==> src/rtl/intin_txbuf.sv <==
module intin_txbuf #(
  parameter int MAXPKT = 8,
  parameter int DW = 8,
  localparam int CW = $clog2(MAXPKT + 1),
  localparam int AW = $clog2(MAXPKT)
) (
  input  logic          clk,
  input  logic          rst_n,
  input  logic          fw_wr,
  input  logic [DW-1:0] fw_data,
  input  logic          fw_short,
  input  logic          pkt_done_clr,
  input  logic          host_in,
  input  logic          tx_ack,
  output logic          tx_valid,
  output logic [DW-1:0] tx_byte,
  output logic          tx_last,
  output logic          tx_zlp,
  output logic          host_nak,
  output logic [CW-1:0] fill,
  output logic          armed,
  output logic          pkt_done,
  output logic          ep_irq
);

  typedef enum logic [1:0] {S_LOAD, S_ARMED, S_SEND} st_t;

  st_t           state_q;
  logic [DW-1:0] mem [MAXPKT];
  logic [CW-1:0] fill_q, rd_q;
  logic          zlp_q, done_q, irq_q, zlpo_q, nak_q;

  wire full_q     = fill_q == CW'(MAXPKT);
  wire can_wr     = fw_wr && state_q == S_LOAD && !zlp_q;
  wire fills      = can_wr && fill_q == CW'(MAXPKT - 1);
  wire last_beat  = state_q == S_SEND && rd_q == fill_q - 1'b1;
  wire beat_done  = last_beat && tx_ack;
  wire serve_data = host_in && state_q == S_ARMED && fill_q != '0;
  wire serve_zlp  = host_in && ((state_q == S_ARMED && fill_q == '0) ||
                                (state_q == S_LOAD && zlp_q));
  wire refuse     = host_in && state_q == S_LOAD && !zlp_q;
  wire complete   = beat_done || serve_zlp;
  wire queue_zlp  = fw_short && !zlp_q && ((state_q != S_LOAD && full_q) || fills);
  wire arm_short  = fw_short && state_q == S_LOAD && !zlp_q && !fills;

  always_ff @(posedge clk) begin
    if (can_wr) mem[fill_q[AW-1:0]] <= fw_data;
  end

  always_ff @(posedge clk) begin
    if (!rst_n) begin
      state_q <= S_LOAD;
      fill_q  <= '0;
      rd_q    <= '0;
      zlp_q   <= 1'b0;
      done_q  <= 1'b0;
      irq_q   <= 1'b0;
      zlpo_q  <= 1'b0;
      nak_q   <= 1'b0;
    end else begin
      case (state_q)
        S_LOAD:  if (fills || arm_short) state_q <= S_ARMED;
        S_ARMED: if (serve_data) state_q <= S_SEND;
                 else if (serve_zlp) state_q <= S_LOAD;
        S_SEND:  if (beat_done) state_q <= S_LOAD;
        default: state_q <= S_LOAD;
      endcase

      if (can_wr) fill_q <= fill_q + 1'b1;
      else if (beat_done) fill_q <= '0;

      if (serve_data) rd_q <= '0;
      else if (state_q == S_SEND && tx_ack) rd_q <= rd_q + 1'b1;

      if (queue_zlp) zlp_q <= 1'b1;
      else if (serve_zlp && state_q == S_LOAD) zlp_q <= 1'b0;

      if (complete) done_q <= 1'b1;
      else if (pkt_done_clr) done_q <= 1'b0;

      irq_q  <= complete;
      zlpo_q <= serve_zlp;
      nak_q  <= refuse;
    end
  end

  assign tx_valid = state_q == S_SEND;
  assign tx_byte  = mem[rd_q[AW-1:0]];
  assign tx_last  = last_beat;
  assign tx_zlp   = zlpo_q;
  assign host_nak = nak_q;
  assign fill     = fill_q;
  assign armed    = state_q != S_LOAD;
  assign pkt_done = done_q;
  assign ep_irq   = irq_q;

endmodule

==> config.mk <==
export PLATFORM = sky130hd
export DESIGN_NAME = intin_txbuf
export DESIGN_NICKNAME = d
export VERILOG_FILES = /design/src/rtl/intin_txbuf.sv
export SDC_FILE = /design/constraint.sdc
export NUM_CORES = 1
export LEC_CHECK = 0
export BUFFER_PORTS_ARGS = -buffer_cell sky130_fd_sc_hd__clkbuf_2
export CAP_MARGIN = 20
export CORE_UTILIZATION = 47
export CTS_CLUSTER_SIZE = 40
export DETAILED_ROUTE_END_ITERATION = 16
export PLACE_DENSITY = 0.75
export RECOVER_POWER = 100
export SYNTH_ARGS = -nofsm -noshare
export SYNTH_HDL_FRONTEND = slang
export SYNTH_SLANG_ARGS = --single-unit
==> constraint.sdc <==
create_clock -name clk -period 5.11 [get_ports clk]
set_input_delay 1.022 -clock clk [delete_from_list [all_inputs] [get_ports clk]]
set_output_delay 1.022 -clock clk [all_outputs]
set_load 0.03 [all_outputs]
==> flow_summary.yaml, run 1 <==
sta:
  final.setup.worst_slack_ns: 1.36
  worst_pin_slew_ns: 1.11
  fin_setup_tns_ns: 0
  fin_skew_ns: 0.00957
  finalCriticalPeriod_ns: 3.75
  max_freq_mhz: 266
  fin_crit_sh: 0.735
  grt_setup_unrepaired: "no"
  setup_viol: 0
  slew_violations: 0
  hold_violations: 0
  slew_headroom: 0.247
yosys:
  synth_ff_type: "edfxtp_1"
  synth.area.top_cells: "edfxtp_1, dfxtp_1, mux4_2, mux2_2, xor2_1"
  ys_seq_area_frac: 0.687
  yosys.area.top_type: "edfxtp_1"
  ys_types: 41
  synth_edf_count: 64
  ys_warn_count: 0
  synthCells: 195
  syn_area_um2: 3320
  async_reset_ff_frac: 0
  syn_avg_cell_area_um2: 17.0
  syn-num-nets: 214
  synth_common_cells: "edfxtp_1, dfxtp_1, mux4_2"
  yosysTopAreaCellShare: 0.578
  yosysMostFrequentCell: "edfxtp_1"
  synth-seq-cells: 82
drt:
  drtPass1Iterations: 4
  avgRoutedWirePerCell_um: 17.4
  viasPerCell: 5.27
  drtIter0Drc: 138
  drc_errors: 0
  vias: 1754
  postRouteAntennaNets: 0
  wl_mm: 5.80
cts:
  clk_pin_slew_ns: 0.08
  cts.sinks: 82
  ctsHoldBuffers: 0
  cts_max_level: 3
  clockBufferDepth: 2
  cts_resized: 0
  cts_tree: "built"
  clk_latency_ns: 0.36
  post_cts_buffers: 0
  cts_root_buf: "clkbuf_8"
  cts_buffers: 9
setup_path:
  worstPathMaxFanout: 10
  r2r_start: "state_q[0]"
  r2r-end: "mem[6][0]"
  worstPathArrival_ns: 2.73
  crit_type: "reg -> out"
  cp-endpoint: "tx_byte[3]"
  cp.required_ns: 4.09
  critPathLaunchType: "register"
  rrSetupSlack_ns: 2.30
  end_kind: "output pin"
  reg2reg_depth: 3
floorplanning:
  start_util: 0.489
  coreArea_um2: 6790
  rows: 30
  pin_count: 34
  die_y_um: 86.1
  dieArea_um2: 7410
  die_w_um: 86.1
placed_design:
  gp_congestion: 0.773
  hpwl_mm: 3.66
  dp_slack_ns: 1.90
  port_buffers: 33
global_route:
  grt_pass1_wl_mm: 9.00
  grt_max_degree: 17
  grt_pass1_vias: 1774
  overflow: 0
  track_usage: 0.173
  antenna_found_initial: 0
hold_path:
  hp-class: "reg -> reg"
  hold_depth: 2
finish:
  multi_input_area_um2: 947
  fin_util: 0.555
  diodes: 0
  syn_to_final_growth_pct: 13.5
  drive_above_1_share: 0.203
  seq_area_um2: 2280
  num-nets-final: 252
  nFillCells: 539
run:
  maxCapViolCount: 0
power:
  power_density_nw_per_um2: 382
  vdd_drop_max_v: 0.000215
  leakage_uw: 0.00126
status:
  status: "completed"
[how the worst min path moves through the flow]
stage                 start       end  slack, ns
floorplan           rd_q[3]   rd_q[3]       0.47
CTS                 rd_q[3]   rd_q[3]       0.52
detailed placement  rd_q[3]   rd_q[3]       0.51
global route          zlp_q  host_nak       0.54
global placement    rd_q[3]   rd_q[3]       0.49
finish              rd_q[3]   rd_q[3]       0.52
[report_power, final]
part | leakage [uW] | switching (uW) | internal (uW)
Sequential | 0.000726 | 9.61 | 734
Combinational | 0.000400 | 60.1 | 32.4
Clock | 0.000130 | 232 | 375
[layout make-up]
type | count | share of cell area
clock inverter | 6 | 0.0365
clock buffer | 9 | 0.0328
multi-input combinational | 99 | 0.251
tap | 96 | 0.0318
inverter | 5 | 0.00498
sequential | 82 | 0.605
timing repair buffer | 36 | 0.0378
[per-stage QoR]
step	power, uW	cell area, um2	cells	hold slack, ns
2_1_floorplan	825	3320	195	0.470
3_3_place_gp	856	3580	317	0.490
3_5_place_dp	859	3580	317	0.509
4_1_cts	1460	3840	332	0.524
5_1_grt	1490	3770	333	0.543
6_report	1440	3770	333	0.517
[cell usage in the layout (no fill, tap or decap), types with 3 or more instances in the layout]
master     Yosys  routed
a21oi_1        4       4
bufinv_16      0       4
clkbuf_1       2      30
clkbuf_2       0       6
clkbuf_8       0       9
dfxtp_1       18      18
edfxtp_1      64      64
ha_1           4       4
inv_1          4       4
mux2_2         8       8
mux4_2        16      16
nand2_1       10      10
nand3_1        6       6
nor2_1         9       9
nor3_1         6       6
o21ai_0        3       3
xor2_1         6       6
[critical path, cell delays in order, from the launching register on]
cell and delay (ns):
dfxtp_1 0.61, clkbuf_1 0.68, mux4_2 0.59, mux2_2 0.28, clkbuf_1 0.21
[metal layers]
metal  global-route usage  up-vias  routed length (um)
li1                     -      836                   -
met1                0.219      873                2650
met2                0.285       40                2890
met3               0.0318        5                 212
met4               0.0909        0                  45
met5                    0        -                   0
[flip-flops by register name (all words and copies together), names as in the netlist, named ones only]
signal,count
ep_irq,1
fill,4
host_nak,1
mem,64
pkt_done,1
rd_q,4
state_q,2
tx_zlp,1
zlp_q,1
[cells by family after synthesis]
kind of cell | count (synthesis) | share of synthesized area
AO/OA/AOI/OAI | 14 | 0.0297
XOR/XNOR | 8 | 0.0252
adder cells (fa/ha/maj) | 4 | 0.0151
buffers and inverters | 14 | 0.0200
flip-flops | 82 | 0.687
multiplexers | 25 | 0.139
AND/OR/NAND/NOR | 48 | 0.0847
Power figures use the tool's default switching activity.
==> run 2: changes to the inputs <==
clock period = 3.5 ns   (was 5.11 ns; I/O delays follow)
==> flow_summary.yaml, run 2 (synthesis gave the netlist of run 1 again) <==
setup_path:
  critPathLaunchType: "register"
  cp.depth: 6
  crit_type: "reg -> out"
  crit_chain: "inv_1, ha_1, xor2_1, and4_1, and2_2, clkbuf_1"
  rrSetupSlack_ns: 0.77
  cpPeakStageDelay_ns: 0.51
  reg2reg_depth: 4
  slowest_stage: "dfxtp_1"
  cp_top_family: "flip-flops"
  end_kind: "output pin"
  worstPathArrival_ns: 2.15
  worstPathMaxFanout: 9
  path_buf_inv: 2
  cp.required_ns: 2.80
drt:
  drtIter0Drc: 119
  drc_errors: 0
  wl_mm: 5.60
  postRouteAntennaNets: 0
  avgRoutedWirePerCell_um: 16.5
  drtPass1Iterations: 4
  vias: 1771
  viasPerCell: 5.22
global_route:
  antenna_found_initial: 0
  grt_pass1_vias: 1769
  track_usage: 0.170
  grt_pass1_wl_mm: 9.00
  overflow: 0
  grt_max_degree: 17
floorplanning:
  die_w_um: 86.1
  die_y_um: 86.1
  dieArea_um2: 7410
  start_util: 0.489
  rows: 30
  coreArea_um2: 6790
  pin_count: 34
power:
  combPwrFrac: 0.074
  seq_power_share: 0.595
  power_density_nw_per_um2: 493
  switching_share: 0.244
  vdd_drop_max_v: 0.000292
  switchingPower_uw: 445
  p_clk_frac: 0.332
  leakage_uw: 0.00122
  p_int_uw: 1380
cts:
  ctsHoldBuffers: 0
  cts_root_buf: "clkbuf_8"
  cts.sinks: 82
  cts_resized: 0
  cts_buffers: 9
  clockBufferDepth: 2
  clk_pin_slew_ns: 0.08
  post_cts_buffers: 0
  cts_max_level: 3
  cts_tree: "built"
  clk_latency_ns: 0.35
sta:
  fin_skew_ns: 0.0146
  fin_crit_sh: 0.814
  max_freq_mhz: 351
  slew_headroom: 0.245
  grt_setup_unrepaired: "no"
  worst_pin_slew_ns: 1.12
  setup_viol: 0
  hold_violations: 0
  finalCriticalPeriod_ns: 2.85
  fin_setup_tns_ns: 0
  final.setup.worst_slack_ns: 0.653
  slew_violations: 0
run:
  maxCapViolCount: 0
hold_path:
  hp-class: "reg -> reg"
  hold_depth: 1
finish:
  diodes: 0
  largest_reg_flops: 64
  drive_above_1_share: 0.193
  syn_to_final_growth_pct: 11.4
  num-nets-final: 257
  layout_commonest_cell: "edfxtp_1"
  fin_util: 0.545
  layout_common_cells: "edfxtp_1, clkbuf_1, dfxtp_1, mux4_2, nand2_1"
  stdcell_area_um2: 3700
placed_design:
  dp_slack_ns: 1.09
  hpwl_mm: 3.60
  port_buffers: 33
  gp_congestion: 0.781
  placed_cell_area_um2: 3620
status:
  status: "completed"
run 2: cell types whose count changed in the layout (fill, tap and decap cells not counted), sizes merged:
cell | previous run | this run
clkinvlp | 0 | 1
buf | 0 | 1
bufinv | 4 | 0
clkinv | 1 | 5
clkbuf | 45 | 49
run 2: layout make-up:
class | count | area [um2]
Clock buffer | 9 | 124
Clock inverter | 7 | 51.3
Fill cell | 562 | 3090
Inverter | 5 | 18.8
Multi-Input combinational cell | 99 | 942
Sequential cell | 82 | 2280
Tap cell | 96 | 120
Timing Repair Buffer | 41 | 164
run 2: metal layers:
layer | vias up | GRT usage | share of wire | wire length, um
li1 | 844 | - | - | -
met1 | 861 | 0.208 | 0.44 | 2470
met2 | 59 | 0.277 | 0.49 | 2720
met3 | 7 | 0.0597 | 0.059 | 330
met4 | 0 | 0.0667 | 0.015 | 82
met5 | - | 0 | 0 | 0
run 2: stage by stage:
step | power, uW | std cells | hold WS (ns)
detailed placement | 1250 | 323 | 0.507
finish | 1820 | 339 | 0.509
global route | 1890 | 339 | 0.537
floorplan | 1200 | 195 | 0.470
CTS | 1850 | 339 | 0.518
global placement | 1250 | 323 | 0.488
run 2: worst register-to-register path, stage by stage, from the launching register on:
cell,delay (ns)
dfxtp_1,0.38
nor4b_1,0.98
nand2_1,0.28
nor2_1,0.41
clkbuf_1,0.34
run 2: path summary, 6_finish.rpt:
check | start | to
worst max-delay path | fill[1] | tx_last
worst min-delay path | zlp_q | host_nak
worst max register to register | state_q[0] | mem[2][3]
worst min register to register | zlp_q | host_nak
run 2: power groups by stage:
stage	clock network (uW)	logic (uW)	registers (uW)
3_3_place_gp	0	144	1110
5_1_grt	658	148	1090
6_report	605	135	1080
4_1_cts	620	147	1080
3_5_place_dp	0	147	1110
2_1_floorplan	0	93.0	1110
==> run 3: changes to the inputs <==
ABC_AREA = 1   (was not set)
clock period = 2.9 ns   (was 3.5 ns; I/O delays follow)
==> flow_summary.yaml, run 3 <==
global_route:
  track_usage: 0.197
  antenna_found_initial: 0
  grt_max_degree: 33
  grt_pass1_wl_mm: 11.0
  grt_pass1_vias: 2229
  overflow: 0
finish:
  num-nets-final: 381
  layout_common_cells: "nor2_1, edfxtp_1, nand2_1, clkbuf_1, inv_1"
  diodes: 0
  syn_to_final_growth_pct: 12.0
  drive_above_1_share: 0.0981
  nFillCells: 625
  largest_reg_flops: 64
  stdcell_area_um2: 3820
yosys:
  yosysTopAreaCellShare: 0.564
  syn_avg_cell_area_um2: 10.7
  synth_edf_count: 64
  async_reset_ff_frac: 0
  synth.area.top_cells: "edfxtp_1, dfxtp_1, nor2_1, nand2_1, o32ai_1"
  yosys.area.top_type: "edfxtp_1"
  synthCells: 318
  yosysMostFrequentCell: "edfxtp_1"
  syn_area_um2: 3410
  synth_ff_type: "edfxtp_1"
  syn-num-nets: 337
  ys_seq_area_frac: 0.670
  synth-seq-cells: 82
  ys_types: 29
  synth_common_cells: "edfxtp_1, nor2_1, nand2_1"
  ys_warn_count: 0
drt:
  drtPass1Iterations: 4
  vias: 2402
  drc_errors: 0
  drtIter0Drc: 135
  wl_mm: 6.80
  avgRoutedWirePerCell_um: 14.7
  postRouteAntennaNets: 0
  viasPerCell: 5.19
floorplanning:
  die_y_um: 87.1
  dieArea_um2: 7590
  coreArea_um2: 6910
  rows: 30
  die_w_um: 87.1
  pin_count: 34
  start_util: 0.493
cts:
  cts_root_buf: "clkbuf_8"
  ctsHoldBuffers: 0
  cts_resized: 0
  clockBufferDepth: 2
  cts.sinks: 82
  clk_pin_slew_ns: 0.08
  cts_max_level: 3
  cts_tree: "built"
  cts_buffers: 9
  clk_latency_ns: 0.35
  post_cts_buffers: 0
placed_design:
  gp_congestion: 0.827
  port_buffers: 33
  placed_cell_area_um2: 3730
  dp_slack_ns: 0.562
  hpwl_mm: 4.40
sta:
  slew_violations: 0
  fin_setup_tns_ns: 0
  fin_skew_ns: 0.00435
  finalCriticalPeriod_ns: 2.68
  worst_pin_slew_ns: 0.664
  hold_violations: 0
  setup_viol: 0
  max_freq_mhz: 373
  slew_headroom: 0.557
  fin_crit_sh: 0.924
  holdWs_ns: 0.468
  grt_setup_unrepaired: "no"
  final.setup.worst_slack_ns: 0.220
run:
  maxCapViolCount: 0
power:
  vdd_drop_max_v: 0.000330
  power_density_nw_per_um2: 573
  leakage_uw: 0.00140
setup_path:
  worstPathArrival_ns: 2.10
  worstPathMaxFanout: 6
  crit_type: "reg -> out"
  critPathLaunchType: "register"
  end_kind: "output pin"
  cp.required_ns: 2.32
  rrSetupSlack_ns: 0.42
status:
  status: "completed"
hold_path:
  hp-class: "reg -> reg"
## run 3: cell types whose count changed in the layout (fill, tap and decap cells not counted), sizes merged, moves of 3 or more
cell,previous run,this run
inv,6,27
o32ai,0,16
a21oi,4,12
nand3,6,11
xor2,6,0
o21ai,3,21
nand2,10,57
nor2,9,64
mux2,8,0
mux4,16,0
nor3,6,3
## run 3: final cells by class
cell class / instances / area (um2) / area share
Sequential cell: 82 / 2280 / 0.598
Multi-Input combinational cell: 198 / 953 / 0.250
Timing Repair Buffer: 43 / 184 / 0.0482
Clock buffer: 9 / 124 / 0.0325
Tap cell: 96 / 120 / 0.0315
Inverter: 28 / 105 / 0.0275
Clock inverter: 7 / 46.3 / 0.0121
## run 3: where the power goes
part	internal, uW	switching (uW)
Clock	308	412
Sequential	1290	11.1
Combinational	46.0	120
Total	1640	543
## run 3: worst paths after layout
kind | start | end | cells after the start
setup reg to reg | state_q[1] | mem[4][4] | 6
hold reg to reg | pkt_done | pkt_done | 2
setup / recovery | fill[0] | tx_last | 9
hold / removal | pkt_done | pkt_done | 2
## run 3: per-layer routing
metal  track usage  share of wire  wire length [um]  vias to the layer above
met4        0.0820          0.015               101                        0
met1         0.263           0.47              3200                     1144
met5             0              0                 0                        -
met3        0.0531          0.047               317                        9
li1              -              -                 -                     1194
met2         0.305           0.47              3180                       55
## run 3: through the flow
step | instances | util | power [uW]
3_5_place_dp | 447 | 0.539 | 1500
2_1_floorplan | 318 | - | 1440
6_report | 463 | 0.553 | 2190
4_1_cts | 463 | 0.564 | 2210
3_3_place_gp | 447 | 0.539 | 1500
5_1_grt | 463 | 0.553 | 2270
## run 3: cells by family after synthesis
| group | synth area share |
|---|---|
| fa+ha+maj | 0.0147 |
| compound gates | 0.0992 |
| buf+inv | 0.0426 |
| flops | 0.670 |
| simple gates | 0.173 |
## run 3: worst max-delay path, stage by stage (launching register included)
cell and delay (ns):
dfxtp_1 0.44, inv_1 0.14, ha_1 0.35, inv_1 0.06, nand2_1 0.04, nand2_1 0.06, nand3_1 0.07, nor2_1 0.13
and2_2 0.15, clkbuf_1 0.30
